===== config.mk =====
export PLATFORM = sky130hd
export DESIGN_NAME = wpk_uart_rx
export DESIGN_NICKNAME = d
export VERILOG_FILES = /design/src/rtl/wpk_pkg.sv /design/src/rtl/wpk_frame_rx.sv /design/src/rtl/wpk_stale_tmr.sv /design/src/rtl/wpk_fifo.sv /design/src/rtl/wpk_uart_rx.sv
export SDC_FILE = /design/constraint.sdc
export NUM_CORES = 1
export LEC_CHECK = 0
export BUFFER_PORTS_ARGS = -buffer_cell sky130_fd_sc_hd__buf_4
export CAP_MARGIN = 25
export CORE_ASPECT_RATIO = 1.25
export CORE_MARGIN = 2
export CORE_UTILIZATION = 40
export CTS_CLUSTER_SIZE = 24
export DETAILED_ROUTE_END_ITERATION = 10
export PLACE_DENSITY_LB_ADDON = 0.05
export RECOVER_POWER = 25
export SLEW_MARGIN = 0
export SYNTH_ARGS = -nofsm -noshare
export SYNTH_HDL_FRONTEND = slang
export SYNTH_SLANG_ARGS = --single-unit

===== constraint.sdc =====
create_clock -name clk_i -period 14.5 [get_ports clk_i]
set_clock_uncertainty 0.2 [all_clocks]
set_input_delay 0.725 -clock clk_i [delete_from_list [all_inputs] [get_ports clk_i]]
set_output_delay 0.725 -clock clk_i [all_outputs]
set_load 0.01 [all_outputs]

===== src/rtl/wpk_pkg.sv =====
package wpk_pkg;
  typedef enum logic [2:0] {FR_IDLE, FR_START, FR_DATA, FR_PAR, FR_STOP} fr_state_e;

  typedef struct packed {
    logic [1:0] len;
    logic [1:0] stop;
    logic [1:0] par;
  } fmt_t;

  localparam logic [2:0] A_CTRL = 3'd0;
  localparam logic [2:0] A_MODE = 3'd1;
  localparam logic [2:0] A_TMO  = 3'd2;
  localparam logic [2:0] A_MASK = 3'd3;
  localparam logic [2:0] A_STAT = 3'd4;
  localparam logic [2:0] A_ISR  = 3'd5;
  localparam logic [2:0] A_SNAP = 3'd6;
  localparam logic [2:0] A_FIFO = 3'd7;

  localparam logic [4:0] CMD_RST_RX    = 5'd1;
  localparam logic [4:0] CMD_RST_ERR   = 5'd3;
  localparam logic [4:0] CMD_CLR_STALE = 5'd8;
  localparam logic [2:0] GCMD_ARM      = 3'd5;

  localparam int STALE_BIT = 3;
  localparam int OVR_BIT   = 4;

  // ticks of 16x oversampling in one character time
  function automatic logic [8:0] char_ticks(fmt_t f);
    logic [8:0] t;
    t = 9'd16 * (9'd6 + 9'(f.len) + 9'(f.par != 2'd0));
    case (f.stop)
      2'd0:    t = t + 9'd9;
      2'd1:    t = t + 9'd16;
      2'd2:    t = t + 9'd25;
      default: t = t + 9'd32;
    endcase
    return t;
  endfunction
endpackage


===== src/rtl/wpk_frame_rx.sv =====
module wpk_frame_rx
  import wpk_pkg::*;
(
  input  logic       clk_i,
  input  logic       rst_ni,
  input  logic       clr_i,
  input  logic       en_i,
  input  logic       tick_i,
  input  logic       rx_i,
  input  fmt_t       fmt_i,
  output logic       chr_vld_o,
  output logic [7:0] chr_o
);
  logic [1:0] sync_q;
  logic       rx_s;
  fr_state_e  st_q;
  logic [3:0] tk_q;
  logic [2:0] bit_q;
  logic [7:0] sh_q;
  logic [2:0] last_bit;

  assign rx_s     = sync_q[1];
  assign last_bit = 3'(fmt_i.len) + 3'd4;
  assign chr_o    = sh_q >> (2'd3 - fmt_i.len);

  always_ff @(posedge clk_i or negedge rst_ni) begin
    if (!rst_ni) sync_q <= 2'b11;
    else         sync_q <= {sync_q[0], rx_i};
  end

  always_ff @(posedge clk_i or negedge rst_ni) begin
    if (!rst_ni) begin
      st_q      <= FR_IDLE;
      tk_q      <= '0;
      bit_q     <= '0;
      sh_q      <= '0;
      chr_vld_o <= 1'b0;
    end else begin
      chr_vld_o <= 1'b0;
      if (clr_i || !en_i) begin
        st_q <= FR_IDLE;
      end else if (tick_i) begin
        case (st_q)
          FR_IDLE: if (!rx_s) begin
            st_q <= FR_START;
            tk_q <= '0;
          end
          FR_START: if (tk_q == 4'd7) begin
            tk_q  <= '0;
            bit_q <= '0;
            st_q  <= rx_s ? FR_IDLE : FR_DATA;
          end else tk_q <= tk_q + 4'd1;
          FR_DATA: begin
            tk_q <= tk_q + 4'd1;
            if (tk_q == 4'd15) begin
              sh_q <= {rx_s, sh_q[7:1]};
              if (bit_q == last_bit) st_q <= (fmt_i.par != 2'd0) ? FR_PAR : FR_STOP;
              else                   bit_q <= bit_q + 3'd1;
            end
          end
          FR_PAR: begin
            tk_q <= tk_q + 4'd1;
            if (tk_q == 4'd15) st_q <= FR_STOP;
          end
          FR_STOP: begin
            tk_q <= tk_q + 4'd1;
            if (tk_q == 4'd15) begin
              st_q      <= FR_IDLE;
              chr_vld_o <= rx_s;
            end
          end
          default: st_q <= FR_IDLE;
        endcase
      end
    end
  end
endmodule


===== src/rtl/wpk_stale_tmr.sv =====
module wpk_stale_tmr #(
  parameter int TMO_W = 8
) (
  input  logic             clk_i,
  input  logic             rst_ni,
  input  logic             run_i,
  input  logic             restart_i,
  input  logic             tick_i,
  input  logic [8:0]       span_i,
  input  logic [TMO_W-1:0] tmo_i,
  output logic             fire_o
);
  logic [8:0]       sub_q;
  logic [TMO_W-1:0] chr_q;
  logic [TMO_W-1:0] tmo_eff;

  assign tmo_eff = (tmo_i == '0) ? TMO_W'(1) : tmo_i;
  assign fire_o  = run_i && !restart_i && (chr_q >= tmo_eff);

  always_ff @(posedge clk_i or negedge rst_ni) begin
    if (!rst_ni) begin
      sub_q <= '0;
      chr_q <= '0;
    end else if (!run_i || restart_i) begin
      sub_q <= '0;
      chr_q <= '0;
    end else if (tick_i && !fire_o) begin
      if (sub_q >= span_i - 9'd1) begin
        sub_q <= '0;
        chr_q <= chr_q + TMO_W'(1);
      end else begin
        sub_q <= sub_q + 9'd1;
      end
    end
  end
endmodule


===== src/rtl/wpk_fifo.sv =====
module wpk_fifo #(
  parameter int W     = 32,
  parameter int DEPTH = 8,
  localparam int AW   = (DEPTH > 1) ? $clog2(DEPTH) : 1,
  localparam int CW   = AW + 1
) (
  input  logic          clk_i,
  input  logic          rst_ni,
  input  logic          clr_i,
  input  logic          push_i,
  input  logic [W-1:0]  data_i,
  input  logic          pop_i,
  output logic [W-1:0]  head_o,
  output logic          full_o,
  output logic          empty_o,
  output logic [CW-1:0] cnt_o
);
  logic [W-1:0]  mem_q [DEPTH];
  logic [AW-1:0] wp_q, rp_q;
  logic          do_push, do_pop;

  assign full_o  = (cnt_o == CW'(DEPTH));
  assign empty_o = (cnt_o == '0);
  assign do_pop  = pop_i && !empty_o;
  assign do_push = push_i && (!full_o || do_pop);
  assign head_o  = mem_q[rp_q];

  function automatic logic [AW-1:0] nxt(logic [AW-1:0] p);
    return (p == AW'(DEPTH - 1)) ? '0 : p + AW'(1);
  endfunction

  always_ff @(posedge clk_i or negedge rst_ni) begin
    if (!rst_ni) begin
      wp_q  <= '0;
      rp_q  <= '0;
      cnt_o <= '0;
    end else if (clr_i) begin
      wp_q  <= '0;
      rp_q  <= '0;
      cnt_o <= '0;
    end else begin
      if (do_push) wp_q <= nxt(wp_q);
      if (do_pop)  rp_q <= nxt(rp_q);
      cnt_o <= cnt_o + CW'(do_push) - CW'(do_pop);
    end
  end

  always_ff @(posedge clk_i) begin
    if (do_push && !clr_i) mem_q[wp_q] <= data_i;
  end
endmodule


===== src/rtl/wpk_uart_rx.sv =====
module wpk_uart_rx
  import wpk_pkg::*;
#(
  parameter int              CLK_PER_OVS = 4,
  parameter int              FIFO_DEPTH  = 8,
  parameter int              CNT_W       = 16,
  parameter int              TMO_W       = 8,
  parameter logic [TMO_W-1:0] TMO_RST    = TMO_W'(15),
  localparam int DIV_W = (CLK_PER_OVS > 1) ? $clog2(CLK_PER_OVS) : 1,
  localparam int CW    = ((FIFO_DEPTH > 1) ? $clog2(FIFO_DEPTH) : 1) + 1
) (
  input  logic        clk_i,
  input  logic        rst_ni,
  input  logic        rx_i,
  input  logic        reg_wr_i,
  input  logic        reg_rd_i,
  input  logic [2:0]  reg_addr_i,
  input  logic [31:0] reg_wdata_i,
  output logic [31:0] reg_rdata_o,
  output logic        overrun_o,
  output logic        stale_irq_o
);
  logic [DIV_W-1:0] div_q;
  logic             tick;
  fmt_t             mode_q;
  logic [TMO_W-1:0] tmo_q;
  logic             imr_q, rx_en_q, arm_q, stale_q, pend_q, ovr_q;
  logic [CNT_W-1:0] cnt_q, snap_q;
  logic [31:0]      pack_q, push_word, fifo_head, rd_mux;
  logic [1:0]       pack_n_q;
  logic             chr_vld, fire, push, pop, fifo_full, fifo_empty;
  logic [7:0]       chr;
  logic [CW-1:0]    fifo_cnt;
  logic             ctrl_wr, rst_rx, rst_err, clr_stale, arm_cmd;
  logic [4:0]       cmd;
  logic             unused_wdata;

  assign unused_wdata = ^reg_wdata_i[31:12];

  assign tick = (div_q == DIV_W'(CLK_PER_OVS - 1));
  always_ff @(posedge clk_i or negedge rst_ni) begin
    if (!rst_ni)   div_q <= '0;
    else if (tick) div_q <= '0;
    else           div_q <= div_q + DIV_W'(1);
  end

  assign ctrl_wr   = reg_wr_i && (reg_addr_i == A_CTRL);
  assign cmd       = {reg_wdata_i[11], reg_wdata_i[7:4]};
  assign rst_rx    = ctrl_wr && (cmd == CMD_RST_RX);
  assign rst_err   = ctrl_wr && (cmd == CMD_RST_ERR);
  assign clr_stale = ctrl_wr && (cmd == CMD_CLR_STALE);
  assign arm_cmd   = ctrl_wr && (reg_wdata_i[10:8] == GCMD_ARM);

  wpk_frame_rx u_frame (
    .clk_i, .rst_ni,
    .clr_i     (rst_rx),
    .en_i      (rx_en_q),
    .tick_i    (tick),
    .rx_i,
    .fmt_i     (mode_q),
    .chr_vld_o (chr_vld),
    .chr_o     (chr)
  );

  wpk_stale_tmr #(.TMO_W(TMO_W)) u_tmr (
    .clk_i, .rst_ni,
    .run_i     (arm_q && pend_q && !rst_rx),
    .restart_i (chr_vld),
    .tick_i    (tick),
    .span_i    (char_ticks(mode_q)),
    .tmo_i     (tmo_q),
    .fire_o    (fire)
  );

  assign push      = !rst_rx && ((chr_vld && pack_n_q == 2'd3) || (fire && pack_n_q != 2'd0));
  assign push_word = chr_vld ? {chr, pack_q[23:0]} : pack_q;
  assign pop       = reg_rd_i && (reg_addr_i == A_FIFO);

  wpk_fifo #(.W(32), .DEPTH(FIFO_DEPTH)) u_fifo (
    .clk_i, .rst_ni,
    .clr_i   (rst_rx),
    .push_i  (push),
    .data_i  (push_word),
    .pop_i   (pop),
    .head_o  (fifo_head),
    .full_o  (fifo_full),
    .empty_o (fifo_empty),
    .cnt_o   (fifo_cnt)
  );

  always_ff @(posedge clk_i or negedge rst_ni) begin
    if (!rst_ni) begin
      mode_q <= fmt_t'(6'h34);
      tmo_q  <= TMO_RST;
      imr_q  <= 1'b0;
    end else if (reg_wr_i) begin
      if (reg_addr_i == A_MODE) mode_q <= fmt_t'(reg_wdata_i[5:0]);
      if (reg_addr_i == A_TMO)  tmo_q  <= reg_wdata_i[TMO_W-1:0];
      if (reg_addr_i == A_MASK) imr_q  <= reg_wdata_i[STALE_BIT];
    end
  end

  always_ff @(posedge clk_i or negedge rst_ni) begin
    if (!rst_ni) begin
      rx_en_q  <= 1'b0;
      arm_q    <= 1'b0;
      stale_q  <= 1'b0;
      pend_q   <= 1'b0;
      cnt_q    <= '0;
      snap_q   <= '0;
      pack_q   <= '0;
      pack_n_q <= '0;
      ovr_q    <= 1'b0;
    end else begin
      if (rst_err)                                 ovr_q <= 1'b0;
      else if (push && fifo_full && !pop)          ovr_q <= 1'b1;

      if (rst_rx) begin
        rx_en_q  <= reg_wdata_i[0];
        arm_q    <= 1'b0;
        stale_q  <= 1'b0;
        pend_q   <= 1'b0;
        cnt_q    <= '0;
        snap_q   <= '0;
        pack_q   <= '0;
        pack_n_q <= '0;
      end else begin
        if (ctrl_wr && reg_wdata_i[0]) rx_en_q <= 1'b1;
        if (fire)         arm_q <= 1'b0;
        else if (arm_cmd) arm_q <= 1'b1;
        if (clr_stale)    stale_q <= 1'b0;
        else if (fire)    stale_q <= 1'b1;
        if (chr_vld) begin
          pend_q <= 1'b1;
          cnt_q  <= cnt_q + CNT_W'(1);
          if (pack_n_q == 2'd3) begin
            pack_q   <= '0;
            pack_n_q <= '0;
          end else begin
            pack_q[8*pack_n_q +: 8] <= chr;
            pack_n_q <= pack_n_q + 2'd1;
          end
        end else if (fire) begin
          pend_q   <= 1'b0;
          snap_q   <= cnt_q;
          pack_q   <= '0;
          pack_n_q <= '0;
        end
      end
    end
  end

  always_comb begin
    rd_mux = '0;
    case (reg_addr_i)
      A_MODE: rd_mux[5:0] = mode_q;
      A_TMO:  rd_mux[TMO_W-1:0] = tmo_q;
      A_MASK: rd_mux[STALE_BIT] = imr_q;
      A_STAT: begin
        rd_mux[0]       = !fifo_empty;
        rd_mux[OVR_BIT] = ovr_q;
      end
      A_ISR:  rd_mux[STALE_BIT] = stale_q & imr_q;
      A_SNAP: rd_mux[CNT_W-1:0] = snap_q;
      A_FIFO: rd_mux = fifo_empty ? '0 : fifo_head;
      default: rd_mux = '0;
    endcase
  end

  always_ff @(posedge clk_i or negedge rst_ni) begin
    if (!rst_ni)       reg_rdata_o <= '0;
    else if (reg_rd_i) reg_rdata_o <= rd_mux;
  end

  assign overrun_o   = ovr_q;
  assign stale_irq_o = stale_q & imr_q;
endmodule


* After elaboration in Yosys (flattened, before gate mapping)
Memories as Yosys holds them, arrays and structs flattened.
Cells that the tools add are included.
** Cells by class
- Add/sub/neg operators :: 21
- Order comparisons :: 2
- Equal/unequal tests :: 36
- Shift operators :: 3
- Multiplexer cells :: 77
- Bitwise gates (word level) :: 2
- Reductions and logical operators :: 63
** Operators with widths (number)
- $mux W32 :: 6
- $mux W16 :: 6
- $mux W3 :: 18
- $neg A5 Y34 :: 1
- $shift A8 B34 Y32 const A :: 1
- $shiftx A8 B34 Y32 :: 1
- $bwmux W32 :: 1
- $mux W8 :: 4
- $mux W9 :: 3
- $pmux W9 S3 :: 1
- $eq A3 B3 Y1 const B :: 8
- $reduce_bool A2 Y1 :: 12
- $logic_and A1 B1 Y1 :: 20
- $mux W1 :: 19
- $add A9 B5 Y9 const B :: 2
- $add A16 B1 Y16 const B :: 1
- $pmux W8 S2 :: 1
- $ne A3 B1 Y1 const B :: 5
- $pmux W3 S5 :: 1
- $eq A3 B2 Y1 const B :: 4
- $mux W2 :: 6
- $mux W4 :: 3
- $pmux W4 S3 :: 1
- $reduce_bool A3 Y1 :: 4
- other kinds (48) :: 75
** Storage, ports and cells
- Bits in registers :: 168
- RAM bits :: 256
- Bits of input ports :: 40
- Output and inout port bits :: 34
- Logic and storage cells :: 232
- Memories kept :: 1
** Memory list
- u_fifo.mem_q :: words 8, width 32, read ports 1, clocked after Yosys merged registers in 0, write ports 1, RTL line wpk_fifo.sv:18 : logic [W-1:0] mem_q [DEPTH];

* Longest topological paths before layout
- Word-level depth :: 14
- Depth in mapped cells :: 20
- Mapped depth without buffers :: 18

* Hierarchy
A second synthesis with hierarchy kept.
** Unflattened totals
- Cell total of the unflattened synthesis :: 1320
- Area total of the unflattened synthesis :: 18924.4 um^2
** By module, submodules not included
- wpk_fifo :: instances 1, cells an instance 456, area each 10475.0 um^2, seq. area each 7937.6 um^2
- wpk_uart_rx :: instances 1, cells an instance 562, area each 5670.4 um^2, seq. area each 3011.6 um^2
- wpk_stale_tmr :: instances 1, cells an instance 182, area each 1506.4 um^2, seq. area each 425.4 um^2
- wpk_frame_rx :: instances 1, cells an instance 120, area each 1272.5 um^2, seq. area each 528.0 um^2

* Worst setup path after synthesis
Ideal clock, no wire load.
- Path type :: input to register
- From :: input reg_rd_i
- To :: memory u_fifo.mem_q[2][0], enable pin
- Setup time :: 0.502 ns
- Arrival :: 5.468 ns
- Setup slack :: 8.330 ns
- Cell stages on the path :: 8
- Path buffers :: 2
- Cells stage by stage :: clkbuf_1 > and4_1 > nand2_1 > a31o_2 > or4_1 > o22ai_1 > buf_2 > nor4bb_1
** On the way
- Word-level cells in the longest chain between the ends :: 7
** RTL lines
- start: declaration :: RTL line wpk_uart_rx.sv:16 : input logic reg_rd_i,
- $logic_and A1 B1 Y1 :: RTL line wpk_uart_rx.sv:77 : assign pop = reg_rd_i && (reg_addr_i == A_FIFO);
- $logic_and A1 B1 Y1 :: RTL line wpk_fifo.sv:24 : assign do_pop = pop_i && !empty_o;
- $logic_or A1 B1 Y1 :: RTL line wpk_fifo.sv:25 : assign do_push = push_i && (!full_o || do_pop);
- $logic_and A1 B1 Y1 :: RTL line wpk_fifo.sv:25
- $logic_and A1 B1 Y1 :: RTL line wpk_fifo.sv:49 : if (do_push && !clr_i) mem_q[wp_q] <= data_i;
- $mux W1 :: RTL line wpk_fifo.sv:49
- $mux W1 (implied by the code) :: RTL line wpk_fifo.sv:49
- end: declaration :: RTL line wpk_fifo.sv:18
Every way passes these cells.

* Final worst setup path
- From :: register mode_q[4] (netlist bit)
- To :: register u_tmr.sub_q[6]
** On the way
- Word-level cells in the longest chain between the ends :: 9
** RTL lines
- start: declaration :: RTL line wpk_uart_rx.sv:25 : fmt_t mode_q;
- start signal: assignment :: RTL line wpk_uart_rx.sv:93 : mode_q <= fmt_t'(6'h34);
- start signal: assignment :: RTL line wpk_uart_rx.sv:97 : if (reg_addr_i == A_MODE) mode_q <= fmt_t'(reg_wdata_i[5:0]);
- $add A3 B2 Y4 * :: RTL line wpk_pkg.sv:30 : t = 9'd16 * (9'd6 + 9'(f.len) + 9'(f.par != 2'd0));
- $add A4 B1 Y5 * :: RTL line wpk_pkg.sv:30
- $add A9 B6 Y9 (tied with other cells) :: RTL line wpk_pkg.sv:35 : default: t = t + 9'd32;
- $pmux W9 S3 * :: RTL line wpk_pkg.sv:31 : case (f.stop)
- $sub A9 B1 Y9 * :: RTL line wpk_stale_tmr.sv:28 : if (sub_q >= span_i - 9'd1) begin
- $ge A9 B9 Y1 * :: RTL line wpk_stale_tmr.sv:28
- $mux W9 * :: RTL line wpk_stale_tmr.sv:28
- $mux W9 * :: RTL line wpk_stale_tmr.sv:27 : end else if (tick_i && !fire_o) begin
- $mux W9 * :: RTL line wpk_stale_tmr.sv:24 : end else if (!run_i || restart_i) begin
- end signal: assignment :: RTL line wpk_stale_tmr.sv:32 : sub_q <= sub_q + 9'd1;
- end: declaration :: RTL line wpk_stale_tmr.sv:13 : logic [8:0] sub_q;
Every way passes the cells marked *; elsewhere a longest branch is shown, timed or not. The select of a mux whose other input is x is not followed.
A chain may end at the register's enable or synchronous reset.

==> flow_summary.json <==
{
  "outcome": "complete, but fails checks",
  "failed_checks": "max-capacitance violations, max-slew violations",
  "grt_overflow": 0,
  "viasPerCell": 5.43,
  "wl_um": 42600,
  "synthArstFlopShare_pct": 39.6,
  "final_cells": 1918,
  "dieWidth_um": 195,
  "gp_congestion": 0.785,
  "grt_util_met3_pct": 2.48,
  "met1_usage_pct": 24.9,
  "cts-root-buf": "clkbuf_16",
  "cpMaxStageDelayCell": "dfstp_2",
  "yosysWarnings": 0,
  "drc": 0,
  "r2r_end": "u_tmr.sub_q[6]",
  "area_growth_pct": 14.0,
  "cts_sinks": 424,
  "synth.largest_area_cell": "edfxtp_1",
  "reg2regPathDepth": 16,
  "cts_resized": 0,
  "synth_area_mm2": 0.0182,
  "final.min_clock_period_ps": 4960,
  "grt_busiest_layer": "met2",
  "syn_nets": 1319,
  "drt-pass1-iter-count": 7,
  "maxSlewViolCount": 63,
  "fill_cells": 4007,
  "yosys_most_used_dff": "edfxtp_1",
  "grt_max_degree": 63,
  "coreArea_mm2": 0.0451,
  "finalCritPeriodShare_pct": 34.2,
  "htreeDepth": 2,
  "post-place-ws_ps": 8860,
  "p_leak_nw": 8.28,
  "use_met2_pct": 31.7,
  "cts_setup_buffers": 0,
  "ff2ff_setup_slack_ps": 9540,
  "num_io_pins": 74,
  "synth_top_area_share_pct": 42.3,
  "vias": 10400,
  "die_height_um": 242,
  "max-vdd-ir-drop_uv": 73.6,
  "path_cells": "ha_1, inv_1, ha_1, inv_1, ha_1, maj3_1, o221ai_1, nand4_1, xnor2_1, ha_1, nand4_1, o21bai_1, a211o_1, nor2_1, nand4b_1, a21oi_1",
  "crit_path_frequent_cell": "ha_1",
  "finalHoldViolations": 0,
  "cts_tree": "done",
  "end_kind": "flop",
  "ys_top_cells_by_area": "edfxtp_1 (42%), dfrtp_1 (22%), mux4_2 (7.9%), ha_1 (3.0%), mux2i_1 (2.4%)",
  "finalPower_mw": 2.83,
  "cts_made_buffers": 46,
  "hold_path_end": "u_frame.sync_q[0]",
  "drt-wirelength-per-cell_um": 22.2,
  "synth_edf_count": 256,
  "startpoint_type": "flop",
  "synthTopCellsByCount": "edfxtp_1 (256), dfrtp_1 (159), nor2_1 (68)",
  "cts_buffer_depth": 3,
  "ant_nets": 0,
  "ys_seq_elements": 424,
  "synth_area_per_cell_um2": 14.7,
  "grt_use_total_pct": 18.6,
  "cp_max_fo": 15,
  "min_from": "rx_i",
  "fin_nets": 1388,
  "drive_above_1_share_pct": 19.6,
  "numPlacedInstances": 1831,
  "clk_latency_ps": 550,
  "worst_pin_slew_ps": 3890,
  "r2r_start": "mode_q[4]",
  "initial_utilization_pct": 40.4,
  "clkTransAtPathRegs_ps": 60,
  "p_per_area_mw_per_mm2": 136,
  "drv_cap": 1,
  "multi_input_area_mm2": 0.00586,
  "tns_ps": 0,
  "hpwl_um": 26300,
  "max_stage_delay_ps": 740,
  "grt_pass1_wl_um": 66900,
  "io_buffers": 53,
  "worstPathRequired_ps": 14760,
  "timing.fmax_mhz": 202,
  "critPathArrivalTime_ps": 5220,
  "utilization_pct": 46.0,
  "rsz0062_at_grt": "no",
  "rows": 87,
  "register_area_mm2": 0.0119,
  "hold_path_class": "in -> reg",
  "drt-initial-drc-count": 566,
  "setup_viol": 0,
  "grt_pass1_vias": 11000,
  "synth_cell_types": 75,
  "relSlewSlack_pct": -159,
  "diodes": 0,
  "finalWorstSetupSlack_ps": 9540,
  "min_path_cells": 1,
  "syn-instance-count": 1235,
  "yosysMostFrequentCell": "edfxtp_1",
  "antenna_found_initial": 0,
  "yosysSeqAreaShare_pct": 65.4,
  "dieArea_mm2": 0.0472,
  "path_class": "reg -> reg"
}
worst max path at each step:
stage	start	to	slack, ps	depth (start not counted)
6_report	mode_q[4]	u_tmr.sub_q[6]	9540	16
5_1_grt	rst_ni	u_tmr.sub_q[6]	8950	3
4_1_cts	reg_rd_i	u_fifo.mem_q[3][13]	9470	8
3_5_place_dp	reg_rd_i	u_fifo.mem_q[3][27]	8860	8
3_3_place_gp	reg_rd_i	u_fifo.mem_q[5][22]	8880	8
2_1_floorplan	reg_rd_i	u_fifo.mem_q[2][0]	8330	8
cells by family (layout without fill, tap and decap cells):
logic type	Yosys count	after routing	synth area share, %
compound gates	210	210	7.82
xor+xnor	21	21	1.01
buf+inv	119	224	2.54
mux	134	134	12.0
simple gates	282	282	8.12
fa+ha+maj	45	45	3.12
flops	424	424	65.4
registers in the layout, indices dropped and copies added (netlist names), 4 cells and up:
name / flops
u_fifo.cnt_o: 4
cnt_q: 16
u_frame.tk_q: 4
tmo_q: 8
pack_q: 32
u_tmr.sub_q: 9
u_fifo.mem_q: 256
mode_q: 6
u_tmr.chr_q: 8
snap_q: 16
reg_rdata_o: 32
u_frame.sh_q: 8
layout by cell type (no fill, tap or decap), types with 8 or more instances in the layout:
cell	Yosys	routed
nand3_1	27	27
and3_1	13	12
nand4_1	11	11
ha_1	43	43
nand2_1	63	63
o21ai_0	35	35
edfxtp_1	256	256
xnor2_1	11	11
o22ai_1	26	26
buf_4	1	74
mux2i_1	43	43
nor3_1	16	16
or4_1	8	8
xor2_1	10	10
clkbuf_16	0	47
and2_1	15	15
nor2_1	68	68
nand2b_1	8	8
dfstp_2	9	8
mux4_2	64	64
a22o_1	28	28
inv_1	58	58
o2bb2ai_1	13	13
a21oi_1	56	56
mux2_2	27	27
or3_1	15	15
dfrtp_1	159	156
clkbuf_1	40	20
repair_timing:
action	CTS	global route
setup endpoints to repair	0	0
hold buffers	1	0
hold endpoints to repair	16	0
power breakdown:
| part | total [mW] | leakage (nW) | internal (mW) | switching [mW] |
|---|---|---|---|---|
| Sequential | 1.38 | 5.14 | 1.30 | 0.0753 |
| Combinational | 0.367 | 2.47 | 0.169 | 0.198 |
| Clock | 1.08 | 0.674 | 0.621 | 0.462 |
metal layers:
metal / wire length [um] / share of wire [%]
met3: 1430 / 3.4
met4: 986 / 2.3
met5: 0 / 0
met2: 21200 / 50
met1: 19000 / 44
area by class of cell:
cell class,instances,area share (%)
clock buffers,69,6.31
multi-input cells,692,28.3
clock inverters,15,0.350
inverters,58,1.05
flip-flops and latches,424,57.4
repair buffers,82,3.08
well taps,578,3.49
through the flow:
| step | hold WS [ps] | cell area, um2 |
|---|---|---|
| after CTS | 54.4 | 20700 |
| after global placement | 170 | 19300 |
| final | 89.0 | 20700 |
| after global routing | 73.9 | 20700 |
| after detailed placement | 168 | 19300 |
| after floorplan | 145 | 18200 |
worst max-delay path: cells and delay by family, from the launching register on:
| family | cells | cell delay (ps) |
|---|---|---|
| adders and majority gates | 5 | 1440 |
| and+or+nand+nor | 4 | 1170 |
| AOI/OAI and AO/OA | 4 | 1020 |
| DFF | 1 | 740 |
| xor gates and xnor gates | 1 | 160 |
| buffers and inverters | 2 | 120 |
Note: power is estimated with default switching activity, not from simulation.
